--- src/rtl/cefc_pkg.sv ---
package cefc_pkg;

  localparam int EN_BIT    = 15;
  localparam int FLUSH_BIT = 14;

  localparam logic [2:0] MODE_KEYPREP = 3'b111;

  typedef struct packed {
    logic       en;
    logic [1:0] ksize;
    logic [1:0] dtype;
    logic [2:0] mode;
    logic       dir;
  } ctrl_t;

  typedef enum logic [1:0] {
    CH_IDLE = 2'd0,
    CH_REQ  = 2'd1,
    CH_HOLD = 2'd2
  } ch_state_t;

endpackage

--- src/rtl/cefc_regs.sv ---
module cefc_regs
  import cefc_pkg::*;
#(
  parameter int ADDR_W = 2
) (
  input  logic              clk,
  input  logic              rst_n,
  input  logic              bus_wr,
  input  logic [ADDR_W-1:0] bus_addr,
  input  logic [31:0]       bus_wdata,
  input  logic              key_done,
  output logic [31:0]       bus_rdata,
  output ctrl_t             ctrl,
  output logic              in_dma_en,
  output logic              out_dma_en,
  output logic              flush_pulse
);

  ctrl_t      ctrl_q, ctrl_d;
  logic       ctrl_ld;
  logic [1:0] dma_q, dma_d;
  logic       dma_ld;
  logic       wr_ctrl, wr_dma, kd_clear;

  always_comb begin
    wr_ctrl  = bus_wr && (bus_addr == ADDR_W'(0));
    wr_dma   = bus_wr && (bus_addr == ADDR_W'(1));
    kd_clear = key_done && (ctrl_q.mode == MODE_KEYPREP);

    ctrl_d = ctrl_q;
    if (wr_ctrl) begin
      ctrl_d.en    = bus_wdata[EN_BIT];
      ctrl_d.ksize = bus_wdata[7:6];
      ctrl_d.dtype = bus_wdata[5:4];
      ctrl_d.mode  = bus_wdata[3:1];
      ctrl_d.dir   = bus_wdata[0];
    end
    // hardware clear wins over a same-cycle software set
    if (kd_clear) ctrl_d.en = 1'b0;
    ctrl_ld = wr_ctrl || kd_clear;

    dma_d  = bus_wdata[1:0];
    dma_ld = wr_dma;

    // flush accepted only while the engine was off before this write
    flush_pulse = wr_ctrl && bus_wdata[FLUSH_BIT] && !ctrl_q.en;
  end

  always_ff @(posedge clk or negedge rst_n) begin
    if (!rst_n) begin
      ctrl_q <= '0;
    end else if (ctrl_ld) begin
      ctrl_q <= ctrl_d;
    end
  end

  always_ff @(posedge clk or negedge rst_n) begin
    if (!rst_n) begin
      dma_q <= '0;
    end else if (dma_ld) begin
      dma_q <= dma_d;
    end
  end

  always_comb begin
    bus_rdata = '0;
    if (bus_addr == ADDR_W'(0)) begin
      bus_rdata[EN_BIT] = ctrl_q.en;
      bus_rdata[7:6]    = ctrl_q.ksize;
      bus_rdata[5:4]    = ctrl_q.dtype;
      bus_rdata[3:1]    = ctrl_q.mode;
      bus_rdata[0]      = ctrl_q.dir;
    end else if (bus_addr == ADDR_W'(1)) begin
      bus_rdata[1:0] = dma_q;
    end
  end

  assign ctrl       = ctrl_q;
  assign in_dma_en  = dma_q[0];
  assign out_dma_en = dma_q[1];

  AST_KEYPREP_CLEARS_EN: assert property (@(posedge clk) disable iff (!rst_n)
    (key_done && ctrl_q.mode == MODE_KEYPREP) |=> !ctrl_q.en);

endmodule

--- src/rtl/cefc_fifo_ptrs.sv ---
module cefc_fifo_ptrs #(
  parameter int DEPTH = 8
) (
  input  logic                     clk,
  input  logic                     rst_n,
  input  logic                     flush,
  input  logic                     push,
  input  logic                     pop,
  output logic [$clog2(DEPTH)-1:0] wptr,
  output logic [$clog2(DEPTH)-1:0] rptr,
  output logic [$clog2(DEPTH):0]   count
);

  localparam int PTR_W = $clog2(DEPTH);
  localparam int CNT_W = PTR_W + 1;
  localparam logic [PTR_W-1:0] LAST = PTR_W'(DEPTH - 1);
  localparam logic [CNT_W-1:0] FULL = CNT_W'(DEPTH);

  logic [PTR_W-1:0] wptr_q, wptr_d, rptr_q, rptr_d;
  logic [CNT_W-1:0] cnt_q, cnt_d;
  logic             do_push, do_pop, ld;

  always_comb begin
    do_push = push && (cnt_q != FULL);
    do_pop  = pop  && (cnt_q != '0);
    wptr_d  = wptr_q;
    rptr_d  = rptr_q;
    cnt_d   = cnt_q;
    if (flush) begin
      wptr_d = '0;
      rptr_d = '0;
      cnt_d  = '0;
    end else begin
      if (do_push) wptr_d = (wptr_q == LAST) ? '0 : wptr_q + 1'b1;
      if (do_pop)  rptr_d = (rptr_q == LAST) ? '0 : rptr_q + 1'b1;
      if (do_push && !do_pop) cnt_d = cnt_q + 1'b1;
      if (do_pop && !do_push) cnt_d = cnt_q - 1'b1;
    end
    ld = flush || do_push || do_pop;
  end

  always_ff @(posedge clk or negedge rst_n) begin
    if (!rst_n) begin
      wptr_q <= '0;
      rptr_q <= '0;
      cnt_q  <= '0;
    end else if (ld) begin
      wptr_q <= wptr_d;
      rptr_q <= rptr_d;
      cnt_q  <= cnt_d;
    end
  end

  assign wptr  = wptr_q;
  assign rptr  = rptr_q;
  assign count = cnt_q;

  AST_NO_OVERFLOW: assert property (@(posedge clk) disable iff (!rst_n)
    cnt_q <= FULL);

  AST_FLUSH_EMPTIES: assert property (@(posedge clk) disable iff (!rst_n)
    flush |=> (cnt_q == '0 && wptr_q == '0 && rptr_q == '0));

endmodule

--- src/rtl/cefc_dma_ch.sv ---
module cefc_dma_ch
  import cefc_pkg::*;
(
  input  logic clk,
  input  logic rst_n,
  input  logic gate,
  input  logic cond,
  input  logic clr,
  input  logic block,
  output logic req,
  output logic rising
);

  ch_state_t st_q, st_d;
  logic      st_ld;

  always_comb begin
    st_d   = st_q;
    rising = 1'b0;
    if (!gate) begin
      st_d = CH_IDLE;
    end else begin
      case (st_q)
        CH_IDLE: if (cond && !clr && !block) begin
          st_d   = CH_REQ;
          rising = 1'b1;
        end
        CH_REQ:  if (clr)  st_d = CH_HOLD;
        CH_HOLD: if (!clr) st_d = CH_IDLE;
        default: st_d = CH_IDLE;
      endcase
    end
    st_ld = (st_d != st_q);
  end

  always_ff @(posedge clk or negedge rst_n) begin
    if (!rst_n) begin
      st_q <= CH_IDLE;
    end else if (st_ld) begin
      st_q <= st_d;
    end
  end

  assign req = (st_q == CH_REQ) && gate;

  AST_REQ_LATCHED: assert property (@(posedge clk) disable iff (!rst_n)
    (req && !clr) |=> (req || !gate));

  AST_CLR_DROPS_REQ: assert property (@(posedge clk) disable iff (!rst_n)
    clr |=> !req);

endmodule

--- src/rtl/cefc_top.sv ---
module cefc_top
  import cefc_pkg::*;
#(
  parameter int DEPTH  = 8,
  parameter int BURST  = 4,
  parameter int ADDR_W = 2
) (
  input  logic                     clk,
  input  logic                     rst_n,
  input  logic                     bus_wr,
  input  logic [ADDR_W-1:0]        bus_addr,
  input  logic [31:0]              bus_wdata,
  output logic [31:0]              bus_rdata,
  input  logic                     key_done,
  input  logic                     in_push,
  input  logic                     in_pop,
  input  logic                     out_push,
  input  logic                     out_pop,
  output logic [$clog2(DEPTH)-1:0] in_wptr,
  output logic [$clog2(DEPTH)-1:0] in_rptr,
  output logic [$clog2(DEPTH):0]   in_count,
  output logic [$clog2(DEPTH)-1:0] out_wptr,
  output logic [$clog2(DEPTH)-1:0] out_rptr,
  output logic [$clog2(DEPTH):0]   out_count,
  output logic                     in_dma_req,
  input  logic                     in_dma_clr,
  output logic                     out_dma_req,
  input  logic                     out_dma_clr,
  output logic                     eng_en,
  output logic [1:0]               key_size,
  output logic [1:0]               data_type,
  output logic [2:0]               algo_mode,
  output logic                     algo_dir
);

  localparam int CNT_W = $clog2(DEPTH) + 1;
  localparam logic [CNT_W-1:0] FULL_C  = CNT_W'(DEPTH);
  localparam logic [CNT_W-1:0] BURST_C = CNT_W'(BURST);

  logic  rst_meta, rst_sync_n;
  ctrl_t ctrl;
  logic  in_dma_en, out_dma_en, flush_pulse;
  logic  in_cond, out_cond, out_rising, in_rising;
  logic  [CNT_W-1:0] in_free;

  always_ff @(posedge clk or negedge rst_n) begin
    if (!rst_n) begin
      rst_meta   <= 1'b0;
      rst_sync_n <= 1'b0;
    end else begin
      rst_meta   <= 1'b1;
      rst_sync_n <= rst_meta;
    end
  end

  cefc_regs #(.ADDR_W(ADDR_W)) u_regs (
    .clk        (clk),
    .rst_n      (rst_sync_n),
    .bus_wr     (bus_wr),
    .bus_addr   (bus_addr),
    .bus_wdata  (bus_wdata),
    .key_done   (key_done),
    .bus_rdata  (bus_rdata),
    .ctrl       (ctrl),
    .in_dma_en  (in_dma_en),
    .out_dma_en (out_dma_en),
    .flush_pulse(flush_pulse)
  );

  cefc_fifo_ptrs #(.DEPTH(DEPTH)) u_in_fifo (
    .clk  (clk),
    .rst_n(rst_sync_n),
    .flush(flush_pulse),
    .push (in_push),
    .pop  (in_pop),
    .wptr (in_wptr),
    .rptr (in_rptr),
    .count(in_count)
  );

  cefc_fifo_ptrs #(.DEPTH(DEPTH)) u_out_fifo (
    .clk  (clk),
    .rst_n(rst_sync_n),
    .flush(flush_pulse),
    .push (out_push),
    .pop  (out_pop),
    .wptr (out_wptr),
    .rptr (out_rptr),
    .count(out_count)
  );

  always_comb begin
    in_free  = FULL_C - in_count;
    in_cond  = (in_free >= BURST_C);
    out_cond = (out_count >= BURST_C);
  end

  cefc_dma_ch u_out_ch (
    .clk   (clk),
    .rst_n (rst_sync_n),
    .gate  (ctrl.en && out_dma_en),
    .cond  (out_cond),
    .clr   (out_dma_clr),
    .block (1'b0),
    .req   (out_dma_req),
    .rising(out_rising)
  );

  cefc_dma_ch u_in_ch (
    .clk   (clk),
    .rst_n (rst_sync_n),
    .gate  (ctrl.en && in_dma_en),
    .cond  (in_cond),
    .clr   (in_dma_clr),
    .block (out_rising),
    .req   (in_dma_req),
    .rising(in_rising)
  );

  assign eng_en    = ctrl.en;
  assign key_size  = ctrl.ksize;
  assign data_type = ctrl.dtype;
  assign algo_mode = ctrl.mode;
  assign algo_dir  = ctrl.dir;

  AST_OUT_BEFORE_IN: assert property (@(posedge clk) disable iff (!rst_sync_n)
    $rose(in_dma_req) |-> !$rose(out_dma_req));

  AST_IN_RISE_NEEDS_ROOM: assert property (@(posedge clk) disable iff (!rst_sync_n)
    in_rising |=> in_dma_req);

endmodule

--- config.mk ---
export PLATFORM = sky130hd
export DESIGN_NAME = cefc_top
export DESIGN_NICKNAME = d
export VERILOG_FILES = /design/src/rtl/cefc_pkg.sv /design/src/rtl/cefc_regs.sv /design/src/rtl/cefc_fifo_ptrs.sv /design/src/rtl/cefc_dma_ch.sv /design/src/rtl/cefc_top.sv
export SDC_FILE = /design/constraint.sdc
export NUM_CORES = 1
export LEC_CHECK = 0
export BUFFER_PORTS_ARGS = -buffer_cell sky130_fd_sc_hd__clkbuf_2
export CAP_MARGIN = 30
export CELL_PAD_IN_SITES_DETAIL_PLACEMENT = 1
export CELL_PAD_IN_SITES_GLOBAL_PLACEMENT = 1
export CORE_ASPECT_RATIO = 1.4
export CORE_MARGIN = 2
export CORE_UTILIZATION = 34
export CTS_BUF_LIST = sky130_fd_sc_hd__clkbuf_16
export DETAILED_ROUTE_END_ITERATION = 10
export PLACE_DENSITY = 0.91
export SETUP_SLACK_MARGIN = 0.02
export SLEW_MARGIN = 40
export SYNTH_ARGS = -nofsm -noshare
export SYNTH_HDL_FRONTEND = slang
export SYNTH_SLANG_ARGS = --single-unit
--- constraint.sdc ---
create_clock -name clk -period 1.55 [get_ports clk]
set_input_delay 0.155 -clock clk [delete_from_list [all_inputs] [get_ports clk]]
set_output_delay 0.155 -clock clk [all_outputs]
set_load 0.005 [all_outputs]
==> results of run 1 <==
## critical path, stage by stage, from the launching register on
cell	delay, ps
dfrtp_2	400
or3_4	410
o21ai_4	150
inv_2	60
ha_4	170
ha_4	210
a21o_1	160
or3_4	390
a31o_2	210
a21oi_2	100
## power by group through the flow
stage          logic [uW]  clock network [uW]  registers, uW
5_1_grt              3240                1020           1660
6_report             2930                 961           1610
4_1_cts              2750                 985           1620
3_5_place_dp         2470                   0           1630
2_1_floorplan        1390                   0           1700
3_3_place_gp         2320                   0           1600
## metal layers
layer  share of wire (%)  vias to the layer above  GRT usage, %
met5                   0                        -             0
met4                 1.8                        0          4.93
met3                 4.7                        9          3.34
met2                  57                       57          32.3
met1                  37                      927          16.9
li1                    -                      880             -
## metrics by stage
step	hold slack (ps)	total power (uW)	setup WS, ps	cells	area [um^2]
floorplan	-141	3090	-865	229	2380
global placement	-59.1	3920	-740	363	2780
detailed placement	-58.5	4100	-836	363	2780
CTS	105	5360	-798	378	3040
global route	119	5930	-848	381	3120
finish	107	5510	-781	381	3120
## cell families after synthesis
| family | Yosys count | share of synthesized area [%] |
|---|---|---|
| AOI/OAI and AO/OA | 29 | 9.52 |
| xor gates and xnor gates | 6 | 2.38 |
| adders and majority gates | 15 | 9.18 |
| buffers and inverters | 33 | 10.5 |
| DFF | 37 | 42.0 |
| muxes | 23 | 11.1 |
| other | 2 | 0.340 |
| and+or+nand+nor | 62 | 15.0 |
## state kept, by name, summed over array words and instances (netlist names)
name and cells:
u_out_fifo.rptr 3, u_in_fifo.wptr 3, rst_meta 1, u_regs.ctrl 9, u_out_fifo.count 4, u_regs.dma_q 2, u_out_ch.st_q 2, u_out_fifo.wptr 3
u_in_fifo.count 4, rst_sync_n 1, u_in_ch.st_q 2, u_in_fifo.rptr 3
## Yosys cell counts, types with 2 or more instances
cell / instances
dfrtp_1: 37
buf_4: 24
nor2_1: 20
ha_1: 13
mux2i_1: 12
a21oi_1: 10
mux2_2: 10
nand2_1: 9
and2_1: 7
nor3b_1: 6
or3_1: 6
xnor2_1: 6
nor3_1: 5
inv_1: 4
buf_2: 3
a211oi_1: 2
a211oi_2: 2
buf_6: 2
conb_1: 2
fa_1: 2
o21ai_0: 2
o21ai_1: 2
or3b_2: 2
## path summary, 6_finish.rpt
| path | from | endpoint | slack [ps] | depth (start not counted) |
|---|---|---|---|---|
| setup / recovery | u_in_fifo.count[1] | u_in_fifo.count[3] | -780 | 9 |
| hold / removal | bus_wdata[4] | u_regs.ctrl[4] | 110 | 2 |
| setup reg to reg | u_in_fifo.count[1] | u_in_fifo.count[3] | -780 | 9 |
| hold reg to reg | rst_sync_n | u_out_fifo.wptr[0] | 290 | 1 |
| max in group asynchronous | rst_sync_n | u_in_fifo.count[0] | 910 | 1 |
| min in group asynchronous | rst_n | rst_meta | 240 | 2 |
## timing repair
| action | CTS | global route |
|---|---|---|
| hold buffers | 1 | 0 |
| resized for setup | 15 | 11 |
| buffers inserted | 6 | 4 |
| endpoints found under the setup margin | 10 | 15 |
| pin swaps | 14 | 11 |
| cloned | 0 | 0 |
| hold endpoints to repair | 2 | 0 |
## area by class of cell
cell class / count / area, um^2 / share of cell area, %
flip-flops and latches: 37 / 930 / 29.8
inverters: 4 / 15.0 / 0.481
well taps: 72 / 90.1 / 2.88
clock buffers: 5 / 125 / 4.01
multi-input cells: 159 / 1310 / 42.0
repair buffers: 101 / 638 / 20.4
clock inverters: 3 / 12.5 / 0.401
==> metrics.md, run 1 <==
| Metric | Value |
|---|---|
| Maximum vdd drop | 0.751 mV |
| Switch share | roughly 37% |
| Commonest non-fill, non-tap cells in the layout | clkbuf_2, dfrtp_1, buf_4 |
| Number of setup violations in the final report | 10 |
| Worst setup SP type | flop |
| Area delta synth->final | 41.5% |
| Die width | around 70 um |
| Leak | roughly 0.0016 uW |
| DP HPWL | about 4300 um |
| CP Class | reg -> reg |
| Number of max-slew violations in the final report | 0 |
| Tmin final | between 2000 and 2500 ps |
| Fin nets | 367 |
| Avg Cell Area, Syn | 10.7 um^2 |
| Clk buf depth | 2 |
| Synth async-reset ratio | 100% |
| RSZ-0062 raised after global routing | yes |
| Largest area contributor in the netlist | dfrtp_1 |
| Initial Utilization | between 30% and 40% |
| Vias | 1,873 |
| Final hold vios | 0 |
| Largest net degree at the start of global routing | 36 |
| Failing checks | setup timing |
| Final core utilization | about half |
| Status | finished, violations left |
| Switch Pwr | between 2000 and 2500 uW |
| Fillers | 711 |
| Internal Pwr Total | 3480 uW |
| Antenna cells | 0 |
| GPL Wtd Cong | roughly 0.79 |
| Combinational Power Share | between 50 and 60% |
| Part of the power in registers | 29.3% |
| Critical Path AT | roughly 2500 ps |
| CTS root buf | clkbuf_16 |
| Skew-Pair Late Insertion Delay | 280 ps |
| Sequential fraction of the synthesis area | about two fifths |
| Synthesized instance count | slightly above 200 |
| Antenna violations before repair | 0 |
| FMAX | around 0.43 GHz |
| Share of cells above drive strength 1 | 49.2% |
| WP data required | 1760 ps |
| Post-Route WL | around 5800 um |
| Vias per inst | 4.92 |
| CP Capture Type | flop |
| Synthesis Warnings | 0 |
| Synth area leaders | dfrtp_1, buf_4, ha_1 |
| # IOs | 107 |
| Worst min-delay path class | in -> reg |
| Synth top area share | 42.0% |
| Port Buf Inserts | 61 |
| # H-tree levels | 2 |
| Distinct cells, synth | 42 |
| DR WL/cell | 15.1 um |
| Chip height | between 90 and 100 um |
| Initial detailed-routing violation count | 28 |
| Setup TNS | -4020 ps |
| CTS Buf Count | 5 |
| Worst-path maximum fanout | 3 |
| Max Cap Viol | 0 |
| Detailed Routing Iterations Pass 1 | 4 |
| Die ar. | about 7000 um^2 |
| Vias in the first global route | 1,984 |
| EDFF count, synth | 0 |
| Ys flop type | dfrtp_1 |
| PwrDens | 1760 nW/um^2 |
| First-pass GRT wire length | 9320 um |
| TritonCTS clock tree | done |
| Fin crit share | 150% |
| Commonest non-fill, non-tap cell in the layout | clkbuf_2 |
| Yosys reg bits | 37 |
| Worst clock skew | about 3.3 ps |
| Row count | 34 |
| DRC viols | 0 |
| Final worst setup slack | -781 ps |
| Total Routing Usage GR | 16.5% |
| Core area | 6250 um^2 |
| CTS Sinks | 37 |
| Antenna-violating nets left | 0 |
| Clk pin slew, worst setup/hold paths | approximately 60 ps |
| Grt ovf | 0 |
| Synthesized area | between 2000 and 2500 um^2 |
| Clock power frac | approximately 18% |
No activity file was read; power rests on OpenSTA's default activity.
==> inputs of run 2 (changes only) <==
--- a/config.mk
+++ b/config.mk
@@ -5,16 +5,16 @@
 export SDC_FILE = /design/constraint.sdc
 export NUM_CORES = 1
 export LEC_CHECK = 0
-export BUFFER_PORTS_ARGS = -buffer_cell sky130_fd_sc_hd__clkbuf_2
 export CAP_MARGIN = 30
 export CELL_PAD_IN_SITES_DETAIL_PLACEMENT = 1
 export CELL_PAD_IN_SITES_GLOBAL_PLACEMENT = 1
 export CORE_ASPECT_RATIO = 1.4
 export CORE_MARGIN = 2
-export CORE_UTILIZATION = 34
+export CORE_UTILIZATION = 35
 export CTS_BUF_LIST = sky130_fd_sc_hd__clkbuf_16
 export DETAILED_ROUTE_END_ITERATION = 10
-export PLACE_DENSITY = 0.91
+export DONT_BUFFER_PORTS = 1
+export PLACE_DENSITY = 0.73
 export SETUP_SLACK_MARGIN = 0.02
 export SLEW_MARGIN = 40
 export SYNTH_ARGS = -nofsm -noshare
==> constraint.sdc (replaced) <==
create_clock -name clk -period 2.4 [get_ports clk]
set_input_delay 0.24 -clock clk [delete_from_list [all_inputs] [get_ports clk]]
set_output_delay 0.24 -clock clk [all_outputs]
set_load 0.005 [all_outputs]
==> run 2 against run 1 <==
Effect of this change: the run still ends with setup timing left; global-route usage fell by 2.4 points; total power fell by 44%; cell count fell by 20%; hold slack improved by 7.8 ps; final area fell by 16%; register-to-register slack improved by 780 ps.
==> metrics.md, run 2 (synthesis results as in run 1) <==
| Metric | Value |
|---|---|
| Status | finished, violations left |
| Failing checks | setup timing |
| Initial detailed-routing violation count | 28 (unchanged) |
| TritonCTS clock tree | done |
| Worst setup SP type | flop |
| Detailed Routing Iterations Pass 1 | 4 (unchanged) |
| Commonest non-fill, non-tap cell in the layout | dfrtp_1 |
| Maximum vdd drop | 0.420 mV (-44%) |
| Dpl cells | 288 (-21%) |
| Top sig layer | met4 |
| Initial Utilization | 35.8% (+0.49 points) |
| Share of cells above drive strength 1 | 27.3% (-22 points) |
| Switch share | 35.1% (-1.6 points) |
| Fillers | 667 (-6.2%) |
| Antenna cells | 0 (unchanged) |
| Tmin final | 2410 ps (+73.9 ps) |
| Setup TNS | -5.40 ps (+4010 ps) |
| WHS | 114 ps (+7.77 ps) |
| CTS Sinks | 37 (unchanged) |
| Max Cap Viol | 0 (unchanged) |
| Final worst setup slack | -5.40 ps (+776 ps) |
| WP data required | 2600 ps (+840 ps) |
| DR WL/cell | 15.8 um (+4.4%) |
| Largest net degree at the start of global routing | 24 (-33%) |
| Leak | 0.00121 uW (-23%) |
| Chip height | 98.0 um (-1.4%) |
| # IOs | 107 (unchanged) |
| Max reg flops | 9 (unchanged) |
| Part of the power in registers | 34.9% (+5.6 points) |
| Port Buf Inserts | 0 (-100%) |
| First-pass GRT wire length | 7800 um (-16%) |
| Met3 routed WL | 310 um (+15%) |
| CP Capture Type | flop |
| # H-tree levels | 2 (unchanged) |
| Vias | 1,565 (-16%) |
| WL met1 | 1730 um (-18%) |
| Number of max-slew violations in the final report | 0 (unchanged) |
| WL met2 | 2660 um (-19%) |
| Switch Pwr | 1080 uW (-47%) |
| Reg2reg setup slack | -5 ps (+780 ps) |
| Layout Cells excl Fill | 303 (-20%) |
| Hold-critical path depth | 1 (-1) |
| Fin nets | 289 (-21%) |
| Post-Route WL | 4780 um (-17%) |
| Skew-Pair Late Insertion Delay | 270 ps (about the same) |
| FMAX | 0.416 GHz (-3.1%) |
| Slew @ Worst Pin | around 600 ps |
| Worst min-delay path class | in -> reg |
| Die width | 71.1 um (-1.4%) |
| Worst-path maximum fanout | 4 (+1) |
| Clk buf depth | 2 (unchanged) |
| Pwr Total | 3080 uW (-44%) |
| RSZ-0062 raised after global routing | yes |
| CTS root buf | clkbuf_16 |
| Vias per inst | 5.17 (+5.1%) |
| PwrDens | 1180 nW/um^2 (-33%) |
| Clk pin slew, worst setup/hold paths | 60 ps (about the same) |
| Fin crit share | 100% (-50 points) |
| R2R cell count | 9 (unchanged) |
| Vias in the first global route | 1,651 (-17%) |
| Area delta synth->final | 18.8% |
| CP Class | reg -> reg |
| Row count | 34 (unchanged) |
| DP HPWL | 3610 um (-16%) |
| Final hold vios | 0 (unchanged) |
| Total Routing Usage GR | 14.1% (-2.4 points) |
| Core area | 6170 um^2 (-1.4%) |
| Number of setup violations in the final report | 1 (-9) |
| Worst clock skew | 5.03 ps (+1.74 ps) |
| CTS Buf Count | 5 (unchanged) |
| Clock power frac | 23.4% (+5.9 points) |
| Critical Path AT | 2610 ps (+70 ps) |
| Internal Pwr Total | 2000 uW (-43%) |
| Grt ovf | 0 (unchanged) |
| Final core utilization | 42.5% (-7.4 points) |
| DRC viols | 0 (unchanged) |
| Antenna-violating nets left | 0 (unchanged) |
| Die ar. | 6970 um^2 (-2.7%) |
| Commonest non-fill, non-tap cells in the layout | dfrtp_1, conb_1, buf_4 |
| Combinational Power Share | 41.7% (-12 points) |
| Relative slew slack | between 60% and 70% |
| Antenna violations before repair | 0 (unchanged) |
| GPL Wtd Cong | 0.740 (-6.2%) |
## run 2: worst paths after layout
check | startpoint | end
max | u_in_fifo.count[1] | u_in_fifo.count[3]
min | bus_wdata[1] | u_regs.ctrl[1]
max reg2reg | u_in_fifo.count[1] | u_in_fifo.count[3]
min reg2reg | rst_sync_n | u_regs.ctrl[7]
max in group asynchronous | rst_sync_n | u_in_fifo.count[0]
min in group asynchronous | rst_n | rst_sync_n
## run 2: what timing repair did
item,4_1_cts,5_1_grt
resized for setup,1,7
gates cloned,0,0
hold endpoints to repair,2,0
hold buffers,1,0
buffers inserted,0,6
setup endpoints to repair,1,2
pin swaps,1,10
## run 2: final cells by class
class	count	area [um^2]	share of cell area (%)
clock inverter	3	37.5	1.43
clock buffer	5	125	4.77
sequential	37	928	35.4
timing repair buffer	23	188	7.16
tap	72	90.1	3.44
inverter	4	15.0	0.573
multi-input combinational	159	1240	47.2
## run 2: per-stage QoR
stage	setup WS (ps)	instance area (um^2)
finish	-5.40	2620
global route	-92.0	2620
CTS	22.5	2520
global placement	53.7	2350
floorplan	-14.9	2340
detailed placement	3.66	2350
## run 2: layer usage
layer,up-vias,global-route usage [%]
met1,782,15.2
met3,6,4.33
met5,-,0
met2,54,25.7
li1,723,-
met4,0,4.79
## run 2: worst max-delay path, stage by stage (launching register included)
cell	delay, ps
dfrtp_2	400
or3_4	410
o21ai_4	170
inv_2	60
ha_4	180
ha_4	250
and3_4	150
or3_4	370
a31o_4	240
a21oi_2	100
## run 2: power groups by stage
stage	sequential [uW]	clock, uW	combinational, uW
after floorplan	1090	0	861
after global placement	1070	0	1110
after detailed placement	1090	0	1180
after CTS	1080	748	1200
after global routing	1110	772	1480
final	1080	721	1280
==> inputs of run 3 (changes only) <==
--- a/config.mk
+++ b/config.mk
@@ -5,8 +5,9 @@
 export SDC_FILE = /design/constraint.sdc
 export NUM_CORES = 1
 export LEC_CHECK = 0
+export ABC_CLOCK_PERIOD_IN_PS = 2500
 export CAP_MARGIN = 30
-export CELL_PAD_IN_SITES_DETAIL_PLACEMENT = 1
+export CELL_PAD_IN_SITES_DETAIL_PLACEMENT = 0
 export CELL_PAD_IN_SITES_GLOBAL_PLACEMENT = 1
 export CORE_ASPECT_RATIO = 1.4
 export CORE_MARGIN = 2
==> constraint.sdc (replaced) <==
create_clock -name clk -period 2.5 [get_ports clk]
set_input_delay 0.25 -clock clk [delete_from_list [all_inputs] [get_ports clk]]
set_output_delay 0.25 -clock clk [all_outputs]
set_load 0.005 [all_outputs]
==> run 3 against run 2 <==
Effect of this change: the flow now finishes without violations; clock skew hardly changed; sequential share of layout area grew 1.8 points; global-route usage decreased by 1.7 points; non-clock buffer count down 7; hold slack improved by 9.9 ps; critical path type unchanged; highest routed layer unchanged.
==> metrics.md, run 3 (synthesis results as in run 1) <==
| Metric | Value |
|---|---|
| WP data required | 2650 ps (+50 ps) |
| PwrDens | 1090 nW/um^2 (-7.7%) |
| Fin nets | 282 (-2.4%) |
| Commonest non-fill, non-tap cells in the layout | dfrtp_1, conb_1, nor2_1 |
| Vias in the first global route | 1,475 (-11%) |
| Chip height | 98.0 um (unchanged) |
| Number of setup violations in the final report | 0 (-1) |
| Skew-Pair Late Insertion Delay | 270 ps (about the same) |
| GPL Wtd Cong | 0.713 (-3.7%) |
| # IOs | 107 (unchanged) |
| Max reg flops | 9 (unchanged) |
| Multi-input logic area | 1200 um^2 (-2.9%) |
| Tmin final | 2410 ps (+9.09 ps) |
| Detailed Routing Iterations Pass 1 | 4 (unchanged) |
| Grt ovf | 0 (unchanged) |
| Vias per inst | 5.02 (-2.7%) |
| Total Routing Usage GR | 12.4% (-1.7 points) |
| Port Buf Inserts | 0 (unchanged) |
| Max Cap Viol | 0 (unchanged) |
| Setup TNS | 0 ps (+5.40 ps) |
| Status | finished clean |
| Clk buf depth | 2 (unchanged) |
| Clk pin slew, worst setup/hold paths | 60 ps (about the same) |
| FMAX | 0.414 GHz (-0.38%) |
| Pwr Total | 2710 uW (-12%) |
| CTS root buf | clkbuf_16 |
| Critical Path AT | 2560 ps (-50 ps) |
| CTS Sinks | 37 (unchanged) |
| Worst clock skew | 5.22 ps (+0.182 ps) |
| Leak | 0.00116 uW (-3.7%) |
| WHS | 124 ps (+9.94 ps) |
| Post-Route WL | 4250 um (-11%) |
| Die ar. | 6970 um^2 (unchanged) |
| Initial detailed-routing violation count | 43 (+54%) |
| Initial Utilization | 35.8% (unchanged) |
| DRC viols | 0 (unchanged) |
| Final hold vios | 0 (unchanged) |
| Antenna-violating nets left | 0 (unchanged) |
| DR WL/cell | 14.3 um (-9.1%) |
| Worst setup SP type | flop |
| RSZ-0062 raised after global routing | no |
| Worst min-delay path class | in -> reg |
| Core area | 6170 um^2 (unchanged) |
| Number of max-slew violations in the final report | 0 (unchanged) |
| Row count | 34 (unchanged) |
| Share of cells above drive strength 1 | 23.7% (-3.6 points) |
| First-pass GRT wire length | 6830 um (-12%) |
| Relative slew slack | 66.1% (+5.0 points) |
| Area delta synth->final | 13.0% |
| Die width | 71.1 um (unchanged) |
| TritonCTS clock tree | done |
| # H-tree levels | 2 (unchanged) |
| Slew @ Worst Pin | 502 ps (-80.8 ps) |
| Largest net degree at the start of global routing | 36 (+50%) |
| Antenna cells | 0 (unchanged) |
| Register Area | 930 um^2 (+0.13%) |
| CTS Buf Count | 5 (unchanged) |
| Fillers | 602 (-9.7%) |
| Maximum vdd drop | 0.460 mV (+9.4%) |
| CP Class | reg -> reg |
| Vias | 1,487 (-5.0%) |
| Fin crit share | 96.6% (-3.6 points) |
| Antenna violations before repair | 0 (unchanged) |
| DP HPWL | 3180 um (-12%) |
| Worst-path maximum fanout | 4 (unchanged) |
| Commonest non-fill, non-tap cell in the layout | dfrtp_1 |
| CP Capture Type | flop |
run 3: critical path, cell delays in order, from the launching register on:
cell and delay [ps]:
dfrtp_2 430, o41a_1 460, o21ai_2 90, inv_1 80, ha_1 270, a21o_2 220
a21oi_2 160, mux2i_1 230, mux2_1 350
run 3: what timing repair did:
action	in CTS	in global routing
setup endpoints to repair	1	2
cloned	0	0
hold buffers	1	0
setup buffers	0	1
pin swaps	0	2
resized for setup	1	5
hold endpoints to repair	2	0
run 3: metrics by stage:
| stage | utilization [%] | setup WS (ps) | instances | cell area (um^2) |
|---|---|---|---|---|
| finish | 40.4 | 85.5 | 296 | 2490 |
| global route | 40.4 | 14.9 | 296 | 2490 |
| CTS | 40.0 | 36.8 | 295 | 2460 |
| detailed placement | 37.5 | 39.8 | 286 | 2310 |
| global placement | 37.5 | 63.8 | 286 | 2310 |
| floorplan | - | 41.4 | 229 | 2340 |
run 3: worst paths after layout:
path	startpoint	slack [ps]	cells after the start	endpoint
setup reg to reg	u_out_fifo.count[1]	90	8	u_out_fifo.count[3]
max in group asynchronous	rst_sync_n	1860	1	u_in_fifo.count[0]
hold reg to reg	rst_sync_n	280	1	u_out_fifo.wptr[1]
min in group asynchronous	rst_n	200	1	rst_meta
setup / recovery	u_out_fifo.count[1]	90	8	u_out_fifo.count[3]
hold / removal	bus_wdata[0]	120	1	u_regs.dma_q[0]
run 3: power breakdown:
| part | leakage (uW) | switching, uW | internal (uW) | total, uW |
|---|---|---|---|---|
| Sequential | 0.000448 | 224 | 812 | 1040 |
| Combinational | 0.000641 | 533 | 559 | 1090 |
| Clock | 0.0000738 | 222 | 358 | 580 |
| Total | 0.00116 | 980 | 1730 | 2710 |
run 3: layout make-up:
| type | count | share of cell area [%] |
|---|---|---|
| Clock buffer | 5 | 5.02 |
| Clock inverter | 3 | 0.451 |
| Inverter | 4 | 0.602 |
| Multi-Input combinational cell | 159 | 48.1 |
| Sequential cell | 37 | 37.3 |
| Tap cell | 72 | 3.61 |
| Timing Repair Buffer | 16 | 4.91 |
run 3: routing by layer:
metal	global-route usage, %	vias to the layer above	wire length [um]
li1	-	713	-
met1	12.7	713	1550
met2	22.5	57	2330
met3	4.64	4	326
met4	4.35	0	42
met5	0	-	0
